$ cat src/rtl/irqlr_pkg.sv
package irqlr_pkg;
  localparam int unsigned LINES_PER_UNIT = 8;
  localparam logic [7:0] MASTER_TRIG_WMASK = 8'hF8;
  localparam logic [7:0] SLAVE_TRIG_WMASK  = 8'hDE;
  localparam int unsigned CASCADE_LINE = 2;

  typedef enum logic {
    TRIG_EDGE  = 1'b0,
    TRIG_LEVEL = 1'b1
  } trig_e;
endpackage

$ cat src/rtl/irqlr_capture.sv
module irqlr_capture
  import irqlr_pkg::*;
#(
  parameter int unsigned NLINES = LINES_PER_UNIT,
  parameter logic [NLINES-1:0] WMASK = MASTER_TRIG_WMASK,
  localparam int unsigned LW = $clog2(NLINES)
) (
  input  logic              clk,
  input  logic              rst,
  input  logic [NLINES-1:0] req_in,
  input  logic              trig_wr_en,
  input  logic [NLINES-1:0] trig_wr_data,
  input  logic              clr_en,
  input  logic [LW-1:0]     clr_line,
  output logic [NLINES-1:0] trig_q,
  output logic [NLINES-1:0] irr_q
);
  logic [NLINES-1:0] last_q;
  logic [NLINES-1:0] irr_nxt;

  always_comb begin
    for (int i = 0; i < NLINES; i++) begin
      if (trig_e'(trig_q[i]) == TRIG_LEVEL)
        irr_nxt[i] = req_in[i];
      else
        irr_nxt[i] = irr_q[i] | (req_in[i] & ~last_q[i]);
      if (clr_en && (clr_line == LW'(i)))
        irr_nxt[i] = 1'b0;
    end
  end

  always_ff @(posedge clk) begin
    if (rst) begin
      irr_q  <= '0;
      last_q <= '0;
      trig_q <= '0;
    end else begin
      irr_q  <= irr_nxt;
      last_q <= req_in;
      if (trig_wr_en)
        trig_q <= trig_wr_data & WMASK;
    end
  end

  a_r1_reset_clean: assert property (@(posedge clk)
    $past(rst) |-> (irr_q == '0 && trig_q == '0));

  a_r5_fixed_edge: assert property (@(posedge clk) disable iff (rst)
    (trig_q & ~WMASK) == '0);

  a_r10_clear_wins: assert property (@(posedge clk) disable iff (rst)
    clr_en |=> !irr_q[$past(clr_line)]);

  for (genvar g = 0; g < NLINES; g++) begin : g_line_chk
    a_r2_edge_rise: assert property (@(posedge clk) disable iff (rst)
      (!trig_q[g] && req_in[g] && !last_q[g] && !(clr_en && clr_line == LW'(g)))
      |=> irr_q[g]);
    a_r3_edge_hold: assert property (@(posedge clk) disable iff (rst)
      (!trig_q[g] && irr_q[g] && !(clr_en && clr_line == LW'(g)))
      |=> irr_q[g]);
    a_r4_level_follow: assert property (@(posedge clk) disable iff (rst)
      (trig_q[g] && !(clr_en && clr_line == LW'(g)))
      |=> (irr_q[g] == $past(req_in[g])));
  end
endmodule

$ cat src/rtl/irqlr_prio_find.sv
module irqlr_prio_find #(
  parameter int unsigned NLINES = 8,
  localparam int unsigned LW = $clog2(NLINES)
) (
  input  logic [NLINES-1:0] vec,
  input  logic [LW-1:0]     base,
  output logic [LW:0]       rank
);
  logic [NLINES-1:0] rotated;

  for (genvar g = 0; g < NLINES; g++) begin : g_rot
    logic [LW-1:0] src;
    assign src = LW'(g) + base;
    assign rotated[g] = vec[src];
  end

  always_comb begin
    rank = (LW+1)'(NLINES);
    for (int i = NLINES - 1; i >= 0; i--) begin
      if (rotated[i])
        rank = (LW+1)'(i);
    end
  end
endmodule

$ cat src/rtl/irqlr_resolver.sv
module irqlr_resolver
  import irqlr_pkg::*;
#(
  parameter int unsigned NLINES = LINES_PER_UNIT,
  parameter bit IS_MASTER = 1'b1,
  parameter int unsigned CASC = CASCADE_LINE,
  localparam int unsigned LW = $clog2(NLINES)
) (
  input  logic              clk,
  input  logic              rst,
  input  logic [NLINES-1:0] irr,
  input  logic [NLINES-1:0] irq_mask,
  input  logic [NLINES-1:0] in_service,
  input  logic [LW-1:0]     rot_offset,
  input  logic              nested_en,
  output logic              pend_valid,
  output logic [LW-1:0]     pend_line
);
  logic [NLINES-1:0] cand;
  logic [NLINES-1:0] isr_eff;
  logic [LW:0]       cand_rank;
  logic [LW:0]       serv_rank;

  assign cand = irr & ~irq_mask;

  always_comb begin
    isr_eff = in_service;
    if (IS_MASTER && nested_en)
      isr_eff[CASC] = 1'b0;
  end

  irqlr_prio_find #(.NLINES(NLINES)) u_cand_find (
    .vec(cand), .base(rot_offset), .rank(cand_rank)
  );

  irqlr_prio_find #(.NLINES(NLINES)) u_serv_find (
    .vec(isr_eff), .base(rot_offset), .rank(serv_rank)
  );

  assign pend_valid = (cand_rank != (LW+1)'(NLINES)) && (cand_rank < serv_rank);
  assign pend_line  = cand_rank[LW-1:0] + rot_offset;

  a_r6_masked_never: assert property (@(posedge clk) disable iff (rst)
    pend_valid |-> (irr[pend_line] && !irq_mask[pend_line]));

  a_r6_empty_idle: assert property (@(posedge clk) disable iff (rst)
    ((irr & ~irq_mask) == '0) |-> !pend_valid);

  a_r8_not_in_service: assert property (@(posedge clk) disable iff (rst)
    pend_valid |-> !isr_eff[pend_line]);

  a_r9_plain_ignores: assert property (@(posedge clk) disable iff (rst)
    (!nested_en && in_service == '0 && cand_rank != (LW+1)'(NLINES)) |-> pend_valid);
endmodule

$ cat src/rtl/irq_latch_resolver.sv
module irq_latch_resolver
  import irqlr_pkg::*;
#(
  parameter int unsigned NLINES = LINES_PER_UNIT,
  parameter bit IS_MASTER = 1'b1,
  parameter logic [NLINES-1:0] TRIG_WMASK = MASTER_TRIG_WMASK,
  localparam int unsigned LW = $clog2(NLINES)
) (
  input  logic              clk,
  input  logic              rst,
  input  logic [NLINES-1:0] req_in,
  input  logic              trig_wr_en,
  input  logic [NLINES-1:0] trig_wr_data,
  input  logic [NLINES-1:0] irq_mask,
  input  logic [NLINES-1:0] in_service,
  input  logic [LW-1:0]     rot_offset,
  input  logic              nested_en,
  input  logic              clr_en,
  input  logic [LW-1:0]     clr_line,
  output logic [NLINES-1:0] trig_mode,
  output logic [NLINES-1:0] req_latched,
  output logic              pend_valid,
  output logic [LW-1:0]     pend_line
);
  irqlr_capture #(.NLINES(NLINES), .WMASK(TRIG_WMASK)) u_capture (
    .clk(clk), .rst(rst), .req_in(req_in),
    .trig_wr_en(trig_wr_en), .trig_wr_data(trig_wr_data),
    .clr_en(clr_en), .clr_line(clr_line),
    .trig_q(trig_mode), .irr_q(req_latched)
  );

  irqlr_resolver #(.NLINES(NLINES), .IS_MASTER(IS_MASTER), .CASC(CASCADE_LINE)) u_resolver (
    .clk(clk), .rst(rst), .irr(req_latched), .irq_mask(irq_mask),
    .in_service(in_service), .rot_offset(rot_offset), .nested_en(nested_en),
    .pend_valid(pend_valid), .pend_line(pend_line)
  );
endmodule

$ cat config.mk
export PLATFORM = sky130hd
export DESIGN_NAME = irq_latch_resolver
export DESIGN_NICKNAME = d
export VERILOG_FILES = /design/src/rtl/irqlr_pkg.sv /design/src/rtl/irqlr_capture.sv /design/src/rtl/irqlr_prio_find.sv /design/src/rtl/irqlr_resolver.sv /design/src/rtl/irq_latch_resolver.sv
export SDC_FILE = /design/constraint.sdc
export NUM_CORES = 1
export LEC_CHECK = 0
export ABC_AREA = 1
export BUFFER_PORTS_ARGS = -buffer_cell sky130_fd_sc_hd__buf_4
export CORE_UTILIZATION = 50
export CTS_CLUSTER_DIAMETER = 80
export CTS_CLUSTER_SIZE = 24
export DETAILED_ROUTE_END_ITERATION = 8
export GPL_TIMING_DRIVEN = 0
export PLACE_DENSITY = 0.8
export SYNTH_ARGS = -nofsm -noshare
export SYNTH_HDL_FRONTEND = slang
export SYNTH_SLANG_ARGS = --single-unit
$ cat constraint.sdc
create_clock -name clk -period 8.1 [get_ports clk]
set_clock_uncertainty 0.15 [all_clocks]
set_input_delay 1.62 -clock clk [delete_from_list [all_inputs] [get_ports clk]]
set_output_delay 1.62 -clock clk [all_outputs]
set_load 0.005 [all_outputs]
## Word level (Yosys, flattened, before mapping)

Cells that the tools add are included.

- Bits in registers: 21
- Output and inout port bits: 20
- Input port bits: 43
- Word-level logic and storage cells: 133

- Eq/ne operators: 8
- Magnitude comparators: 9
- Bitwise logic cells: 26
- Add/subtract/negate cells: 8
- Reduce and logical (&&, ||, !) cells: 18
- Muxes and demuxes: 54

Operator list:

| cell | number |
|---|---|
| $mux 4 | 16 |
| $bmux 1 s3 | 16 |
| $lt 3x4->1 const B | 8 |
| $mux 1 | 22 |
| $reduce_or 2->1 | 8 |
| $add 3x3->3 const A | 4 |
| $eq 3x3->1 const B | 4 |
| $logic_and 1x1->1 | 9 |
| $and 1x1->1 | 8 |
| $and 8x8->8 | 1 |
| $not 1->1 | 8 |
| $not 8->8 | 1 |
| $or 1x1->1 | 8 |
| $add 2x3->3 const A | 2 |
| $eq 3x2->1 const B | 2 |
| $lt 4x4->1 | 1 |
| $ne 4x4->1 const B | 1 |
| $add 1x3->3 const A | 1 |
| $add 3x3->3 | 1 |
| $eq 3x1->1 const B | 1 |
| $logic_not 3->1 | 1 |

## Logic depth before layout (Yosys ltp)

Gate-level depths: netlist (run 1).

- Word-level depth: 14
- Mapped depth: 22
- Gate-level depth less buffers: 19

## Modules after synthesis

From an unflattened synthesis (run 1), not the netlist that was laid out.

- Cells, all modules: 362
- Area, all modules: 2029.4 sq um

By module, submodules not included:

| module | sequential area each (sq um) | area an instance (sq um) | cells each | times used |
|---|---|---|---|---|
| irqlr_capture | 420.4 | 892.1 | 122 | 1 |
| irqlr_prio_find | 0.0 | 445.4 | 95 | 2 |
| irqlr_resolver | 0.0 | 246.5 | 50 | 1 |

## Worst setup path before layout (run 1)

No wires, ideal clock.

- Kind: in2out
- Start point: input port rot_offset[0]
- End point: output port pend_line[2]
- Data arrival time: 3899 ps
- Stages on the path: 22
- Path buffers: 3
- Data required time: 6330 ps
- Setup slack: 2431 ps
- Cells stage by stage: buf_6 inv_6 buf_8 ha_1 buf_2 inv_2 nand3_1 nand2_1 nand2_1 o21ai_1 nand2_1 nand2_1 nand2_1 nand2_1 nand2_1 nand2_1 inv_1 ha_1 inv_1 fa_1 xnor2_1 xor2_1

- Longest elaborated chain between the ends: 12
- Elaborated cells on any way between the ends: 32
- Classes of those cells: add/sub: 8; mux: 24

RTL lines:

| what | RTL line | source |
|---|---|---|
| start, declared | irq_latch_resolver.sv:16 | `input logic [LW-1:0] rot_offset,` |
| $add 3x3->3 | irqlr_prio_find.sv:13 | `assign src = LW'(g) + base;` |
| $bmux 1 s3 | irqlr_prio_find.sv:14 | `assign rotated[g] = vec[src];` |
| $mux 1 (implied by the code) | irqlr_prio_find.sv:14 |  |
| $mux 4 (8 in series) | irqlr_prio_find.sv:20 | `if (rotated[i])` |
| $add 3x3->3 (*) | irqlr_resolver.sv:41 | `assign pend_line = cand_rank[LW-1:0] + rot_offset;` |
| end, declared | irq_latch_resolver.sv:23 | `output logic [LW-1:0] pend_line` |

Every way passes the cells marked *; elsewhere a longest branch is shown, timed or not. The select of a mux whose other input is x is not followed.

## Final worst setup path (run 1)

Same ends and word-level chain as after synthesis.

==> metrics.cfg, run 1 <==
[worst_hold_path]
hold_path.class = reg -> reg
holdPathStages = 3
holdCritStartpoint = u_capture.last_q[0]$_SDFF_PP0_

[power]
powerDensity_mw_per_mm2 = 138.9
leakagePower_uw = 0.001306
ir_drop_mv = 0.1121

[cts]
insertion_delay_ns = 0.26
htreeDepth = 1
cts_setup_buffers = 0
clk_pin_slew_ns = 0.07
cts_made_buffers = 3
cts-resized-gates = 0
clock-sinks = 21
cts_tree = yes
clock_path_buffers = 2
postCtsHoldBufs = 0
root_buffer = clkbuf_8

[global_routing]
overflow = 0
grt_antenna_before_repair = 0
grt_max_degree = 13
grt_usage_pct = 24.08
grt_pass1_vias = 1959
grt_pass1_wl_um = 7790

[route]
first_pass_iters = 4
wl_per_cell_um = 10.90
vias_per_cell = 5.125
drc = 0
vias = 2132
antenna_left = 0
first_iter_violations = 142
routed_wl_um = 4536

[final_layout]
nets = 421
areaGrowthSynthToFinish_pct = 28.23
drive_gt1_share_pct = 22.16
design_area_mm2 = 0.002381
final_common_cell = nand2_1
antennaDiodeCount = 0
layout_common_cells = nand2_1 (77), buf_4 (59), nand3_1 (50)
num-fill-cells = 336

[critical_path]
cp.required_ns = 6.33
crit_type = in -> out
crit_path_end_kind = output port
arrival_ns = 4.49
reg2regPathDepth = 4
startpoint_type = primary input
crit_start = rot_offset[0]
cp_max_fo = 10
regToRegStartpoint = u_capture.trig_q[3]$_SDFFE_PP0P_

[place]
placed_cell_area_mm2 = 0.002335
io_buffers = 55
hpwl_um = 3710
gp_congestion = 0.8798

[timing]
rsz0062_at_grt = false
slew_headroom_pct = 64.43
fmax_mhz = 159.7
hold_violations = 0
whs_ns = 0.3632
finalMaxSlewViolations = 0
period_share_pct = 77.29
setup-violations-final = 0
period_needed_ns = 6.261
finalSetupTns_ns = 0
worst_pin_slew_ns = 0.5335

[die]
boundaryPins = 63
dieArea_mm2 = 0.003961
start_util_pct = 53.94
core_mm2 = 0.003442
die_x_um = 62.94
die_h_um = 62.94
num_rows = 21

[flow_run]
cap_violations = 0

[yosys]
synth-seq-cells = 21
yosys_warnings = 0
syn_area_per_cell_um2 = 6.009
syn-cell-area_mm2 = 0.001857
postSynthCellCount = 309
ys_seq_area_share_pct = 22.64
synthDistinctLibCells = 31

[status]
status = complete, no violations

==> synthesized netlist by cell type, drive strengths merged <==
master | count | area share [%]
and2 | 1 | 0.34
nand3 | 53 | 15
buf | 9 | 4.7
a31oi | 4 | 1.3
clkinv | 2 | 0.40
inv | 48 | 10
nor3 | 9 | 2.4
a31o | 1 | 0.47
clkbuf | 2 | 0.40
xnor2 | 4 | 3.7
nor2 | 37 | 7.6
a21oi | 14 | 3.8
conb | 1 | 0.20
dfxtp | 21 | 23
xor2 | 1 | 0.47
ha | 6 | 4.0
a211oi | 5 | 2.0
o21ai | 10 | 2.7
nand2 | 80 | 17
fa | 1 | 1.1
==> worst paths after layout <==
kind,endpoint,slack (ns)
worst max-delay path,pend_line[2],1.84
worst max register to register,u_capture.irr_q[3]$_SDFF_PP0_,7.15
worst min-delay path,u_capture.irr_q[0]$_SDFF_PP0_,0.36
worst min register to register,u_capture.irr_q[0]$_SDFF_PP0_,0.36
==> routing by layer <==
| metal | track usage, % | up-vias | routed length, um |
|---|---|---|---|
| met5 | 0 | - | 0 |
| met4 | 9.302 | 0 | 111 |
| met3 | 2.920 | 15 | 237 |
| met2 | 43.41 | 88 | 2177 |
| met1 | 28.56 | 918 | 2010 |
| li1 | - | 1111 | - |
==> critical path: stages <==
cell	delay, ns
buf_4	0.10
buf_6	0.14
inv_6	0.06
buf_8	0.14
ha_1	0.27
buf_2	0.20
inv_2	0.12
nand3_1	0.10
nand2_1	0.09
nand2_1	0.06
o21ai_1	0.10
nand2_1	0.11
nand2_1	0.05
nand2_1	0.06
nand2_1	0.05
nand2_1	0.05
nand2_1	0.08
inv_1	0.07
ha_1	0.13
inv_1	0.04
fa_1	0.37
xnor2_1	0.19
xor2_1	0.16
buf_4	0.13
==> per-stage QoR <==
stage | util [%] | power (uW) | cells | setup slack [ns]
floorplan | - | 212.8 | 311 | 2.431
global placement | 67.83 | 262.9 | 412 | 1.964
detailed placement | 67.83 | 266.7 | 412 | 1.871
CTS | 69.17 | 332.4 | 416 | 1.865
global route | 69.17 | 359.7 | 416 | 1.501
finish | 69.17 | 330.7 | 416 | 1.839
==> power breakdown <==
| part | total (uW) | leakage, uW | internal [uW] | switching (uW) |
|---|---|---|---|---|
| sequential | 116 | 0.000175 | 110 | 5.22 |
| combinational | 149 | 0.00111 | 69.6 | 79.7 |
| clock | 65.8 | 0.0000255 | 34.2 | 31.6 |
| total | 331 | 0.00131 | 214 | 116 |
==> area by class of cell <==
class	count	area (um2)	area share, %
Buffer	11	95.09	3.994
Clock buffer	3	41.29	1.734
Clock inverter	1	5.005	0.2102
Inverter	50	192.7	8.093
Multi-Input combinational cell	229	1156	48.56
Sequential cell	21	420.4	17.66
Tap cell	46	57.56	2.417
Timing Repair Buffer	55	412.9	17.34
==> state kept, by name, indices dropped and copies added (netlist names) <==
name              flops
u_capture.trig_q      5
u_capture.irr_q       8
u_capture.last_q      8
==> kinds of logic (layout without fill, tap and decap cells) <==
kind of cell,count (synthesis),in the layout,share of synthesized area (%)
AND/OR/NAND/NOR,180,180,42.05
buffers and inverters,61,120,15.50
AO/OA/AOI/OAI,34,34,10.31
flip-flops,21,21,22.64
adder cells (fa/ha/maj),7,7,5.121
XOR/XNOR,5,5,4.178
other,1,3,0.2020
(Power assumes the default switching activity.)
==> inputs of run 2 (changes only) <==
--- a/config.mk
+++ b/config.mk
@@ -7,12 +7,12 @@
 export LEC_CHECK = 0
 export ABC_AREA = 1
 export BUFFER_PORTS_ARGS = -buffer_cell sky130_fd_sc_hd__buf_4
-export CORE_UTILIZATION = 50
+export CORE_UTILIZATION = 46
 export CTS_CLUSTER_DIAMETER = 80
 export CTS_CLUSTER_SIZE = 24
 export DETAILED_ROUTE_END_ITERATION = 8
 export GPL_TIMING_DRIVEN = 0
-export PLACE_DENSITY = 0.8
+export PLACE_DENSITY = 0.77
 export SYNTH_ARGS = -nofsm -noshare
 export SYNTH_HDL_FRONTEND = slang
 export SYNTH_SLANG_ARGS = --single-unit
==> constraint.sdc (replaced) <==
create_clock -name clk -period 5.6 [get_ports clk]
set_clock_uncertainty 0.15 [all_clocks]
set_input_delay 1.12 -clock clk [delete_from_list [all_inputs] [get_ports clk]]
set_output_delay 1.12 -clock clk [all_outputs]
set_load 0.005 [all_outputs]
==> run 2 against run 1 <==
Sequential share of layout area is essentially flat. Highest routed layer unchanged. Cell area grew 0.21%. Critical path depth is the same. Power is 47% higher. Sequential power up 44%. Hold slack got worse by 0.0074 ns. Routed wire length shrank 2.2%. Die area is 8.4% higher. Critical path type unchanged. Flip-flop and latch count unchanged. Non-clock buffer count did not move. Register-to-register slack got worse by 2.5 ns. Core utilization shrank 5.9 points.
==> metrics.cfg, run 2 (synthesized netlist as in run 1, its figures left out) <==
[route]
drc = 0
first_pass_iters = 4
first_iter_violations = 132
vias_per_cell = 5.000
wl_per_cell_um = 10.61
antenna_left = 0
routed_wl_um = 4434
vias = 2090

[cts]
clock-sinks = 21
postCtsHoldBufs = 0
clock_path_buffers = 2
cts_tree = yes
cts-resized-gates = 0
insertion_delay_ns = 0.27
htreeDepth = 1
cts_setup_buffers = 0
root_buffer = clkbuf_8
cts_made_buffers = 3
clk_pin_slew_ns = 0.08

[final_layout]
final_common_cell = nand2_1
drive_gt1_share_pct = 22.16
top_regs = u_capture.irr_q (8), u_capture.last_q (8), u_capture.trig_q (5)
layoutNonFillerInstCount = 418
layout_common_cells = nand2_1 (77), buf_4 (59), nand3_1 (50)
areaGrowthSynthToFinish_pct = 28.50
antennaDiodeCount = 0
nets = 421

[critical_path]
crit_chain = buf_4, buf_6, inv_6, buf_8, ha_1, buf_2, inv_2, nand3_1, nand2_1, nand2_1, o21ai_1, nand2_1, nand2_1, nand2_1, nand2_1, nand2_1, nand2_1, inv_1, ha_1, inv_1, fa_1, xnor2_1, xor2_1, buf_4
startpoint_type = primary input
arrival_ns = 3.93
slowest_stage = fa_1
cp.required_ns = 4.33
crit_type = in -> out
critPathTopFamily = buffers and inverters
worstReg2RegEnd = u_capture.irr_q[3]$_SDFF_PP0_
crit_buf_inv = 9
cp_common_cell = nand2_1
cp_max_fo = 10
regToRegStartpoint = u_capture.trig_q[3]$_SDFFE_PP0P_
cpPeakStageDelay_ns = 0.37
crit_path_end_kind = output port
r2r_setup_slack_ns = 4.64
reg2regPathDepth = 4

[worst_hold_path]
holdPathStages = 3
hold_end = u_capture.irr_q[2]$_SDFF_PP0_
holdCritStartpoint = u_capture.last_q[2]$_SDFF_PP0_
hold_path.class = reg -> reg

[die]
boundaryPins = 63
die_x_um = 65.54
core_mm2 = 0.003771
die_h_um = 65.54
start_util_pct = 49.24
num_rows = 22
dieArea_mm2 = 0.004295

[timing]
hold_violations = 0
period_share_pct = 92.89
setup-violations-final = 0
period_needed_ns = 5.202
finalSetupTns_ns = 0
finalMaxSlewViolations = 0
rsz0062_at_grt = false
fmax_mhz = 192.2

[place]
gp_congestion = 0.8316
io_buffers = 55
hpwl_um = 3701
dp.cells = 414

[status]
status = complete, no violations

[global_routing]
grt_max_degree = 14
grt_usage_pct = 22.50
grt_pass1_wl_um = 7665
grt_antenna_before_repair = 0
grt_pass1_vias = 1869
overflow = 0

[power]
powerDensity_mw_per_mm2 = 203.7
leakagePower_uw = 0.001302
ir_drop_mv = 0.1415

[flow_run]
cap_violations = 0

==> run 2: layout make-up <==
class                           instances  area [um2]
Buffer                                 11       95.09
Clock buffer                            3       41.29
Clock inverter                          1       7.507
Fill cell                             396        1385
Inverter                               50       192.7
Multi-Input combinational cell        229        1156
Sequential cell                        21       420.4
Tap cell                               48       60.06
Timing Repair Buffer                   55       412.9
==> run 2: metrics by stage <==
step	total power, uW	area [um2]	hold WS [ns]	utilization (%)	worst slack, ns
after floorplan	307.8	1864	0.3338	-	0.9305
after global placement	380.6	2337	0.3449	61.98	0.4588
after detailed placement	384.6	2337	0.3474	61.98	0.4256
after CTS	488.0	2386	0.3598	63.27	0.4031
after global routing	527.3	2386	0.3797	63.27	0.1310
final	486.1	2386	0.3558	63.27	0.3983
==> run 2: layer usage <==
layer / vias to the layer above / track usage, % / wire length [um]
met1: 925 / 28.63 / 2053
met2: 52 / 39.18 / 2110
met4: 0 / 4.891 / 34
met3: 6 / 3.993 / 236
li1: 1107 / - / -
met5: - / 0 / 0
==> run 2: worst max path at each step <==
| stage | to | slack [ns] | depth (start not counted) | start |
|---|---|---|---|---|
| after global routing | pend_line[2] | 0.13 | 24 | rot_offset[0] |
| final | pend_line[2] | 0.40 | 24 | rot_offset[0] |
| after global placement | pend_line[2] | 0.46 | 24 | rot_offset[0] |
| after detailed placement | pend_line[2] | 0.43 | 24 | rot_offset[0] |
| after CTS | pend_line[2] | 0.40 | 24 | rot_offset[0] |
| after floorplan | pend_line[2] | 0.93 | 22 | rot_offset[0] |
==> run 2: power breakdown <==
group / switching [uW] / total [uW] / internal [uW]
sequential: 7.39 / 167 / 160
combinational: 113 / 214 / 101
clock: 54.7 / 105 / 50.4
==> run 2: worst reg2reg max path, stage by stage (launching register included) <==
cell and delay, ns:
dfxtp_1 0.35, inv_1 0.08, a21oi_1 0.13, a21oi_1 0.06, nor3_1 0.12
==> inputs of run 3 (changes only) <==
--- a/config.mk
+++ b/config.mk
@@ -7,7 +7,7 @@
 export LEC_CHECK = 0
 export ABC_AREA = 1
 export BUFFER_PORTS_ARGS = -buffer_cell sky130_fd_sc_hd__buf_4
-export CORE_UTILIZATION = 46
+export CORE_UTILIZATION = 47
 export CTS_CLUSTER_DIAMETER = 80
 export CTS_CLUSTER_SIZE = 24
 export DETAILED_ROUTE_END_ITERATION = 8
@@ -15,4 +15,5 @@
 export PLACE_DENSITY = 0.77
 export SYNTH_ARGS = -nofsm -noshare
 export SYNTH_HDL_FRONTEND = slang
+export SYNTH_HIERARCHICAL = 1
 export SYNTH_SLANG_ARGS = --single-unit
==> run 3 against run 2 <==
Cell count rose by 13%. Flip-flop and latch count did not move. Critical path type unchanged. Critical path depth decreased by 2. Highest routed layer unchanged.
==> metrics.cfg, run 3 <==
[final_layout]
areaGrowthSynthToFinish_pct = 26.20
regArea_um2 = 420.4
num-fill-cells = 424
nets = 476
final_common_cell = nand2_1
antennaDiodeCount = 0
drive_gt1_share_pct = 20.33
layout_common_cells = nand2_1 (121), inv_1 (64), buf_4 (60)
multi_input_area_mm2 = 0.001275
top_regs = u_capture/irr_q (8), u_capture/last_q (8), u_capture/trig_q (5)

[timing]
period_share_pct = 89.28
hold_violations = 0
finalMaxSlewViolations = 0
fmax_mhz = 200.0
finalSetupTns_ns = 0
period_needed_ns = 5.000
rsz0062_at_grt = false
setup-violations-final = 0

[yosys]
synth_edf_count = 0
synth_area_leader_cell = nand2_1
synth-seq-cells = 21
syn-cell-area_mm2 = 0.002029
synth_async_sr_flop_share_pct = 0
yosys.area.top_type_share_pct = 22.38
yosys_warnings = 6
ys.flop_type = dfxtp_1
ys_top_cells_by_area = nand2_1 (22%), dfxtp_1 (21%), inv_1 (12%)
synthTopCellsByCount = nand2_1 (121), inv_1 (64), nand3_1 (46), nor2_1 (44), dfxtp_1 (21)
synthDistinctLibCells = 26
syn_area_per_cell_um2 = 5.606
yosysMostFrequentCell = nand2_1
ys_seq_area_share_pct = 20.72
postSynthCellCount = 362

[global_routing]
grt_usage_pct = 22.71
grt_pass1_wl_um = 7928
overflow = 0
grt_max_degree = 16
grt_antenna_before_repair = 0
grt_pass1_vias = 2080

[cts]
cts_tree = yes
clock-sinks = 21
postCtsHoldBufs = 0
cts_setup_buffers = 0
insertion_delay_ns = 0.27
cts-resized-gates = 0
htreeDepth = 1
clock_path_buffers = 2
root_buffer = clkbuf_8
clk_pin_slew_ns = 0.08
cts_made_buffers = 3

[die]
boundaryPins = 63
core_mm2 = 0.004086
start_util_pct = 49.66
dieArea_mm2 = 0.004585
die_h_um = 67.71
die_x_um = 67.71
num_rows = 23

[route]
wl_per_cell_um = 10.18
drc = 0
routed_wl_um = 4817
antenna_left = 0
first_iter_violations = 74
vias_per_cell = 4.727
first_pass_iters = 5
vias = 2236

[power]
power_uw = 500.2
powerDensity_mw_per_mm2 = 195.3
ir_drop_mv = 0.1492
leakagePower_uw = 0.001450

[critical_path]
cpPeakStageDelay_ns = 0.37
cp.required_ns = 4.33
slowest_stage = fa_1
r2r_setup_slack_ns = 4.67
crit_type = in -> out
crit_path_end_kind = output port
arrival_ns = 3.73
crit_chain = buf_4, buf_4, inv_4, ha_1, inv_1, nand3_1, nand3_1, nand2_1, nand2_1, nand2_1, nand2_1, nand2_1, nand2_1, a21oi_2, ha_1, inv_1, fa_1, xnor2_1, inv_1, nand2_1, nand2_1, buf_4
startpoint_type = primary input
cp_common_cell = nand2_1
cp_max_fo = 9

[place]
io_buffers = 55
gp_congestion = 0.8083
hpwl_um = 4087

[status]
status = complete, no violations

[worst_hold_path]
hold_path.class = reg -> reg

[flow_run]
cap_violations = 0

## run 3: worst paths after layout
kind	start	end	cells past startpoint
setup reg to reg	u_capture/trig_q[7]$_SDFFE_PP0P_	u_capture/irr_q[7]$_SDFF_PP0_	4
hold reg to reg	u_capture/trig_q[5]$_SDFFE_PP0P_	u_capture/trig_q[5]$_SDFFE_PP0P_	2
setup / recovery	rot_offset[0]	pend_line[2]	22
hold / removal	u_capture/trig_q[5]$_SDFFE_PP0P_	u_capture/trig_q[5]$_SDFFE_PP0P_	2
## run 3: report_power, final
part           switching [uW]  internal [uW]  total (uW)  leakage (uW)
clock                    52.9           50.4         103     0.0000217
combinational             127            104         231       0.00125
sequential               6.57            160         166      0.000175
## run 3: per-stage QoR
stage | hold slack, ns | utilization, % | std cells | area [um2] | worst slack (ns)
final | 0.3373 | 62.68 | 473 | 2561 | 0.6002
after global placement | 0.3267 | 61.48 | 469 | 2512 | 0.6670
after floorplan | 0.3177 | - | 364 | 2037 | 1.112
after CTS | 0.3425 | 62.68 | 473 | 2561 | 0.6023
after global routing | 0.3676 | 62.68 | 473 | 2561 | 0.2978
after detailed placement | 0.3284 | 61.48 | 469 | 2512 | 0.6110
## run 3: layout make-up
| type | count | area share, % |
|---|---|---|
| timing repair buffer | 55 | 16.12 |
| clock buffer | 3 | 1.612 |
| buffer | 7 | 2.687 |
| clock inverter | 1 | 0.2931 |
| sequential | 21 | 16.41 |
| inverter | 70 | 10.65 |
| tap | 50 | 2.443 |
| multi-input combinational | 266 | 49.78 |
## run 3: layer usage
layer / track usage [%] / up-vias / part of all wire [%]
met5: 0 / - / 0
met4: 5.851 / 0 / 0.79
met3: 3.547 / 5 / 4.5
met2: 44.80 / 50 / 51
met1: 24.39 / 958 / 44
li1: - / 1223 / -
## run 3: worst max-delay path, delay by kind of cell
family | cells | cell delay [ns]
xor+xnor | 1 | 0.21
buf+inv | 7 | 0.68
fa+ha+maj | 3 | 0.89
compound gates | 1 | 0.19
simple gates | 10 | 0.64
## run 3: cell families (layout without fill, tap and decap cells)
kind of cell | count (synthesis) | after routing | share of synthesized area (%)
AO/OA/AOI/OAI | 33 | 33 | 10.42
flip-flops | 21 | 21 | 20.72
buffers and inverters | 77 | 136 | 16.83
XOR/XNOR | 5 | 5 | 2.158
AND/OR/NAND/NOR | 216 | 216 | 43.77
other | 1 | 3 | 0.1848
adder cells (fa/ha/maj) | 9 | 9 | 5.919
